--- src/rtl/charline_pkg.sv ---
package charline_pkg;

  // Access length is valid when it is a nonzero power of two no larger than the line.
  function automatic logic len_ok(input int unsigned n, input int unsigned max_n);
    return (n != 0) && ((n & (n - 1)) == 0) && (n <= max_n);
  endfunction

endpackage

--- src/rtl/charline_lane_map.sv ---
module charline_lane_map
  import charline_pkg::*;
#(
  parameter int NUM_CHARS = 8,
  parameter int CHAR_W    = 8,
  localparam int IDX_W    = $clog2(NUM_CHARS),
  localparam int LEN_W    = IDX_W + 1,
  localparam int BUS_W    = NUM_CHARS * CHAR_W
) (
  input  logic             wr_go,
  input  logic [IDX_W-1:0] addr,
  input  logic [LEN_W-1:0] nbytes,
  input  logic [BUS_W-1:0] wdata,
  output logic [NUM_CHARS-1:0] char_we,
  output logic [BUS_W-1:0] char_wd
);

  for (genvar j = 0; j < NUM_CHARS; j++) begin : g_char
    logic [IDX_W-1:0] lane;
    assign lane = IDX_W'(j) - addr;  // modulo wrap by width
    assign char_we[j] = wr_go && ({1'b0, lane} < nbytes);
    assign char_wd[j*CHAR_W +: CHAR_W] = wdata[lane*CHAR_W +: CHAR_W];
  end

endmodule

--- src/rtl/charline_rd_mux.sv ---
module charline_rd_mux
  import charline_pkg::*;
#(
  parameter int NUM_CHARS = 8,
  parameter int CHAR_W    = 8,
  localparam int IDX_W    = $clog2(NUM_CHARS),
  localparam int LEN_W    = IDX_W + 1,
  localparam int BUS_W    = NUM_CHARS * CHAR_W
) (
  input  logic             clk,
  input  logic             rst_n,
  input  logic             rd_go,
  input  logic [IDX_W-1:0] addr,
  input  logic [LEN_W-1:0] nbytes,
  input  logic [BUS_W-1:0] line,
  output logic [BUS_W-1:0] rdata
);

  for (genvar k = 0; k < NUM_CHARS; k++) begin : g_lane
    logic [IDX_W-1:0] src;
    logic             used;
    assign src  = addr + IDX_W'(k);
    assign used = rd_go && (LEN_W'(k) < nbytes);
    assign rdata[k*CHAR_W +: CHAR_W] = used ? line[src*CHAR_W +: CHAR_W] : '0;
  end

  AST_RD_IDLE_ZERO: assert property (@(posedge clk) disable iff (!rst_n)
    !rd_go |-> (rdata == '0));

  AST_RD_LANE0: assert property (@(posedge clk) disable iff (!rst_n)
    rd_go |-> (rdata[CHAR_W-1:0] == line[addr*CHAR_W +: CHAR_W]));

endmodule

--- src/rtl/charline_store.sv ---
module charline_store #(
  parameter int          NUM_CHARS = 8,
  parameter int          CHAR_W    = 8,
  parameter logic [7:0]  BLANK     = 8'h20,
  localparam int         BUS_W     = NUM_CHARS * CHAR_W
) (
  input  logic                 clk,
  input  logic                 rst_n,
  input  logic                 open_evt,
  input  logic [NUM_CHARS-1:0] char_we,
  input  logic [BUS_W-1:0]     char_wd,
  output logic [BUS_W-1:0]     line,
  output logic                 refresh
);

  logic [BUS_W-1:0] line_q, line_d;
  logic             blank_done_q, blank_done_d;
  logic             refresh_q;
  logic             blank_go;
  logic             upd_en;

  assign blank_go = open_evt && !blank_done_q;
  assign upd_en   = blank_go || (|char_we);

  always_comb begin
    line_d       = line_q;
    blank_done_d = blank_done_q | blank_go;
    if (blank_go) begin
      for (int j = 0; j < NUM_CHARS; j++) line_d[j*CHAR_W +: CHAR_W] = CHAR_W'(BLANK);
    end
    for (int j = 0; j < NUM_CHARS; j++) begin
      if (char_we[j]) line_d[j*CHAR_W +: CHAR_W] = char_wd[j*CHAR_W +: CHAR_W];
    end
  end

  always_ff @(posedge clk or negedge rst_n) begin
    if (!rst_n) begin
      line_q       <= '0;
      blank_done_q <= 1'b0;
      refresh_q    <= 1'b0;
    end else begin
      if (upd_en) line_q <= line_d;
      if (blank_go) blank_done_q <= blank_done_d;
      refresh_q <= upd_en;
    end
  end

  assign line    = line_q;
  assign refresh = refresh_q;

  AST_BLANK_STICKY: assert property (@(posedge clk) disable iff (!rst_n)
    blank_done_q |=> blank_done_q);

  AST_IDLE_HOLDS_LINE: assert property (@(posedge clk) disable iff (!rst_n)
    (char_we == '0 && !blank_go) |=> $stable(line_q));

endmodule

--- src/rtl/charline_regs.sv ---
module charline_regs
  import charline_pkg::*;
#(
  parameter int         NUM_CHARS = 8,
  parameter int         CHAR_W    = 8,
  parameter logic [7:0] BLANK     = 8'h20,
  localparam int        IDX_W     = $clog2(NUM_CHARS),
  localparam int        LEN_W     = IDX_W + 1,
  localparam int        BUS_W     = NUM_CHARS * CHAR_W
) (
  input  logic             clk,
  input  logic             rst_n,
  input  logic             wr_en,
  input  logic             rd_en,
  input  logic [IDX_W-1:0] addr,
  input  logic [LEN_W-1:0] acc_bytes,
  input  logic [BUS_W-1:0] wdata,
  output logic [BUS_W-1:0] rdata,
  input  logic             open_evt,
  output logic [BUS_W-1:0] line_o,
  output logic             refresh_o
);

  logic                 len_valid;
  logic [NUM_CHARS-1:0] char_we;
  logic [BUS_W-1:0]     char_wd;

  assign len_valid = len_ok(int'(acc_bytes), NUM_CHARS);

  charline_lane_map #(.NUM_CHARS(NUM_CHARS), .CHAR_W(CHAR_W)) i_lane_map (
    .wr_go   (wr_en && len_valid),
    .addr    (addr),
    .nbytes  (acc_bytes),
    .wdata   (wdata),
    .char_we (char_we),
    .char_wd (char_wd)
  );

  charline_store #(.NUM_CHARS(NUM_CHARS), .CHAR_W(CHAR_W), .BLANK(BLANK)) i_store (
    .clk      (clk),
    .rst_n    (rst_n),
    .open_evt (open_evt),
    .char_we  (char_we),
    .char_wd  (char_wd),
    .line     (line_o),
    .refresh  (refresh_o)
  );

  charline_rd_mux #(.NUM_CHARS(NUM_CHARS), .CHAR_W(CHAR_W)) i_rd_mux (
    .clk    (clk),
    .rst_n  (rst_n),
    .rd_go  (rd_en && len_valid),
    .addr   (addr),
    .nbytes (acc_bytes),
    .line   (line_o),
    .rdata  (rdata)
  );

  AST_WRITE_STROBES: assert property (@(posedge clk) disable iff (!rst_n)
    (wr_en && len_valid) |=> refresh_o);

  AST_STROBE_SINGLE: assert property (@(posedge clk) disable iff (!rst_n)
    (!wr_en && !open_evt) |=> !refresh_o);

  AST_BAD_LEN_QUIET: assert property (@(posedge clk) disable iff (!rst_n)
    (!len_valid && !open_evt) |=> (!refresh_o && $stable(line_o)));

  AST_BAD_LEN_READ: assert property (@(posedge clk) disable iff (!rst_n)
    !len_valid |-> (rdata == '0));

  AST_WRITE_LANE0: assert property (@(posedge clk) disable iff (!rst_n)
    (wr_en && len_valid) |=> (line_o[$past(addr)*CHAR_W +: CHAR_W] == $past(wdata[CHAR_W-1:0])));

endmodule

--- config.mk ---
export PLATFORM = sky130hd
export DESIGN_NAME = charline_regs
export DESIGN_NICKNAME = d
export VERILOG_FILES = /design/src/rtl/charline_pkg.sv /design/src/rtl/charline_lane_map.sv /design/src/rtl/charline_rd_mux.sv /design/src/rtl/charline_store.sv /design/src/rtl/charline_regs.sv
export SDC_FILE = /design/constraint.sdc
export NUM_CORES = 1
export LEC_CHECK = 0
export CORE_ASPECT_RATIO = 1.4
export CORE_UTILIZATION = 52
export CTS_CLUSTER_DIAMETER = 40
export DETAILED_ROUTE_END_ITERATION = 6
export GPL_TIMING_DRIVEN = 0
export MAX_ROUTING_LAYER = met4
export PLACE_DENSITY = 0.92
export SLEW_MARGIN = 10
export SYNTH_ARGS = -nofsm -noshare
export SYNTH_HDL_FRONTEND = slang
export SYNTH_HIERARCHICAL = 1
export SYNTH_SLANG_ARGS = --single-unit
--- constraint.sdc ---
create_clock -name clk -period 2.8 [get_ports clk]
set_input_delay 0.42 -clock clk [delete_from_list [all_inputs] [get_ports clk]]
set_output_delay 0.42 -clock clk [all_outputs]
set_load 0.02 [all_outputs]
==> impl_metrics.ini <==
[timing]
relSlewSlack = 0.3825
min_period_ns = 2.874
finalHoldViolCount = 0
fin_skew_ns = 0.004242
fmax_ghz = 0.3480
timing.hold.ws_ns = 0.1798
drv_slew = 0
setup_slack_ns = -0.07386
setup_viol = 14
final.period_utilization = 1.026
tightestPinTransition_ns = 0.9261
rsz0062_at_grt = yes

[synth]
yosysSeqAreaShare = 0.1942
yosys.area.top_type_share = 0.1942
synth-compound-area-share = 0.1692
synth_mux_area_frac = 0.3855
synth_fa_ha_area_frac = 0.02354
ys_warn_count = 6
synthXorXnorAreaFrac = 0.01442
synthMostInstantiatedCell = nand2_1
synth_seq_cells = 66
synth_area_um2 = 8503
synth_edf_count = 0
synth_simple_gate_area_frac = 0.1485
synth_flop_cell = dfrtp_1
ys_types = 53
synth.area.top_cells = dfrtp_1 19%, mux4_2 19%, mux2i_1 8.5%, mux2_2 8.1%, nand2b_1 5.0%
yosysTopAreaCell = dfrtp_1
syn_area_per_cell_um2 = 9.707
async_reset_ff_frac = 1.000
synth_top_family_by_area = multiplexers
synth_top_cells_by_count = 108 x nand2_1, 77 x o21ai_0, 72 x mux2i_1, 72 x mux4_2, 68 x nand2b_1
syn_inst = 876
syn-num-nets = 968

[floorplanning]
io_pins = 205
coreArea_um2 = 15810
start_util = 0.5378
placementRows = 54
die_w_um = 110.1
die_y_um = 153.3
die_area_um2 = 16880

[route]
drc_errors = 4
routedWlPerCell_um = 29.62
viasPerCell = 7.454
wirelength_um = 40170
vias = 10107
dr.first_iter.drc_count = 1863
drtPass1Iterations = 7
ant_nets = 0

[clock_network]
clkSinkCount = 66
ctsRootBufferMaster = clkbuf_16
cts_buffers = 9
htreeDepth = 3
cts_tree = done
cts_buffer_depth = 2
clk_pin_slew_ns = 0.06
clk_latency_ns = 0.33
cts-hold-fix-buffers = 0

[critical_path]
critPathRequiredTime_ns = 2.38
path_cells = buf_6 -> buf_8 -> buf_12 -> buf_8 -> inv_1 -> ha_4 -> buf_12 -> mux4_2 -> a22o_1 -> dlygate4sd2_1
crit_path_top_delay_cell = ha_4
crit_path_max_fanout = 10
criticalPathCategory = in2out
arrival_ns = 2.45
end_kind = primary output
max_stage_delay_ns = 0.39
critPathLaunchType = primary input

[placed_design]
numPortBuffers = 204
pre_cts_ws_ns = -1.558
gp_congestion = 1.069
dp_cells = 1276
hpwl_um = 25880

[global_routing]
overflow = 0
grt_max_degree = 67
grt_pass1_wl_um = 58250
top_usage_layer = met2
grt_pass1_vias = 9965
use_met3 = 0.2563
grtUsageTotal = 0.4808
antenna_found_initial = 7
grt_use_met1 = 0.4960
met2_usage = 0.6815

[layout]
fin_nets = 1237
instances_no_fill = 1356
fin_util = 0.7648
n_fill_cell = 992
drive_gt1_frac = 0.3130
area_growth_pct = 42.20

[status]
status = finished with violations
violations = DRC, setup timing

[worst_hold_path]
min_path_type = in2async

[power]
p_per_area_nw_per_um2 = 605.4
peakVddDrop_mv = 0.3577
leakagePower_nw = 4.978

[run]
cap_violations = 0
-- worst max-delay path: cells and delay by family --
| kind | cells | cell delay [ns] |
|---|---|---|
| mux | 1 | 0.37 |
| fa+ha+maj | 1 | 0.39 |
| buf+inv | 7 | 1.03 |
| compound gates | 1 | 0.24 |
-- through the flow --
| step | TNS, ns | instance area, um^2 | power, mW |
|---|---|---|---|
| finish | -0.3978 | 12090 | 7.321 |
| floorplan | 0 | 8583 | 3.838 |
| detailed placement | -144.95 | 10870 | 5.407 |
| global route | -0.9644 | 12090 | 7.502 |
| CTS | -0.3216 | 11750 | 6.813 |
| global placement | -184.37 | 10870 | 5.262 |
-- cell families after synthesis --
family | count (synthesis)
AO/OA/AOI/OAI | 220
XOR/XNOR | 8
adder cells (fa/ha/maj) | 16
buffers and inverters | 89
flip-flops | 66
multiplexers | 224
AND/OR/NAND/NOR | 253
-- per-layer routing --
layer / up-vias / part of all wire
met4: 0 / 0.098
met5: - / 0
met1: 4658 / 0.31
li1: 3914 / -
met3: 409 / 0.15
met2: 1126 / 0.44
-- area by class of cell --
cell class / instances / area, um^2 / area share
diodes: 10 / 25.02 / 0.002070
well taps: 196 / 245.2 / 0.02028
plain buffers: 64 / 581.8 / 0.04812
clock buffers: 11 / 252.7 / 0.02090
inverters: 17 / 75.07 / 0.006209
repair buffers: 266 / 2534 / 0.2095
clock inverters: 5 / 100.1 / 0.008278
flip-flops and latches: 66 / 1652 / 0.1366
multi-input cells: 721 / 6626 / 0.5480
-- path summary, 6_finish.rpt --
| kind | startpoint | end | slack (ns) | cells past startpoint |
|---|---|---|---|---|
| worst max-delay path | addr[0] | rdata[46] | -0.07 | 10 |
| worst min-delay path | rst_n | i_store/line[34]$_DFFE_PN0P_ | 0.18 | 1 |
| worst max register to register | i_store/blank_done_q$_DFFE_PN0P_ | i_store/line[42]$_DFFE_PN0P_ | 1.46 | 4 |
| worst min register to register | i_store/blank_done_q$_DFFE_PN0P_ | i_store/blank_done_q$_DFFE_PN0P_ | 0.55 | 1 |
| max in group asynchronous | rst_n | i_store/line[13]$_DFFE_PN0P_ | 2.06 | 1 |
| min in group clk | i_store/blank_done_q$_DFFE_PN0P_ | i_store/blank_done_q$_DFFE_PN0P_ | 0.55 | 1 |
-- cell usage in the layout, fill, tap and decap left out, types with 20 or more instances in the layout --
cell,synthesis,layout
dfrtp_1,66,66
o21ai_0,77,76
dlygate4sd2_1,0,24
nor3_1,50,48
nand2b_1,68,66
a22o_1,40,40
a211oi_1,21,20
mux4_2,72,72
o22ai_1,24,23
buf_6,16,23
mux2i_1,72,72
mux2_2,61,61
buf_2,25,23
buf_4,10,59
nand2_1,108,106
clkdlybuf4s50_1,0,132
-- sequential cells by signal, summed over array words and instances (netlist names) --
name	count
i_store/refresh	1
i_store/line	64
i_store/blank_done_q	1
-- timing repair --
action / 4_1_cts / 5_1_grt
gates cloned: 0 / 2
setup endpoints to repair: 129 / 103
resized for setup: 190 / 82
setup buffers: 37 / 22
pin swaps: 14 / 10
-- power by group --
group          internal, mW  total (mW)  switching, mW
Combinational          1.91        3.88           1.97
Clock                 0.915        1.33          0.418
Sequential             1.26        2.11          0.854
Power figures use the tool's default switching activity.
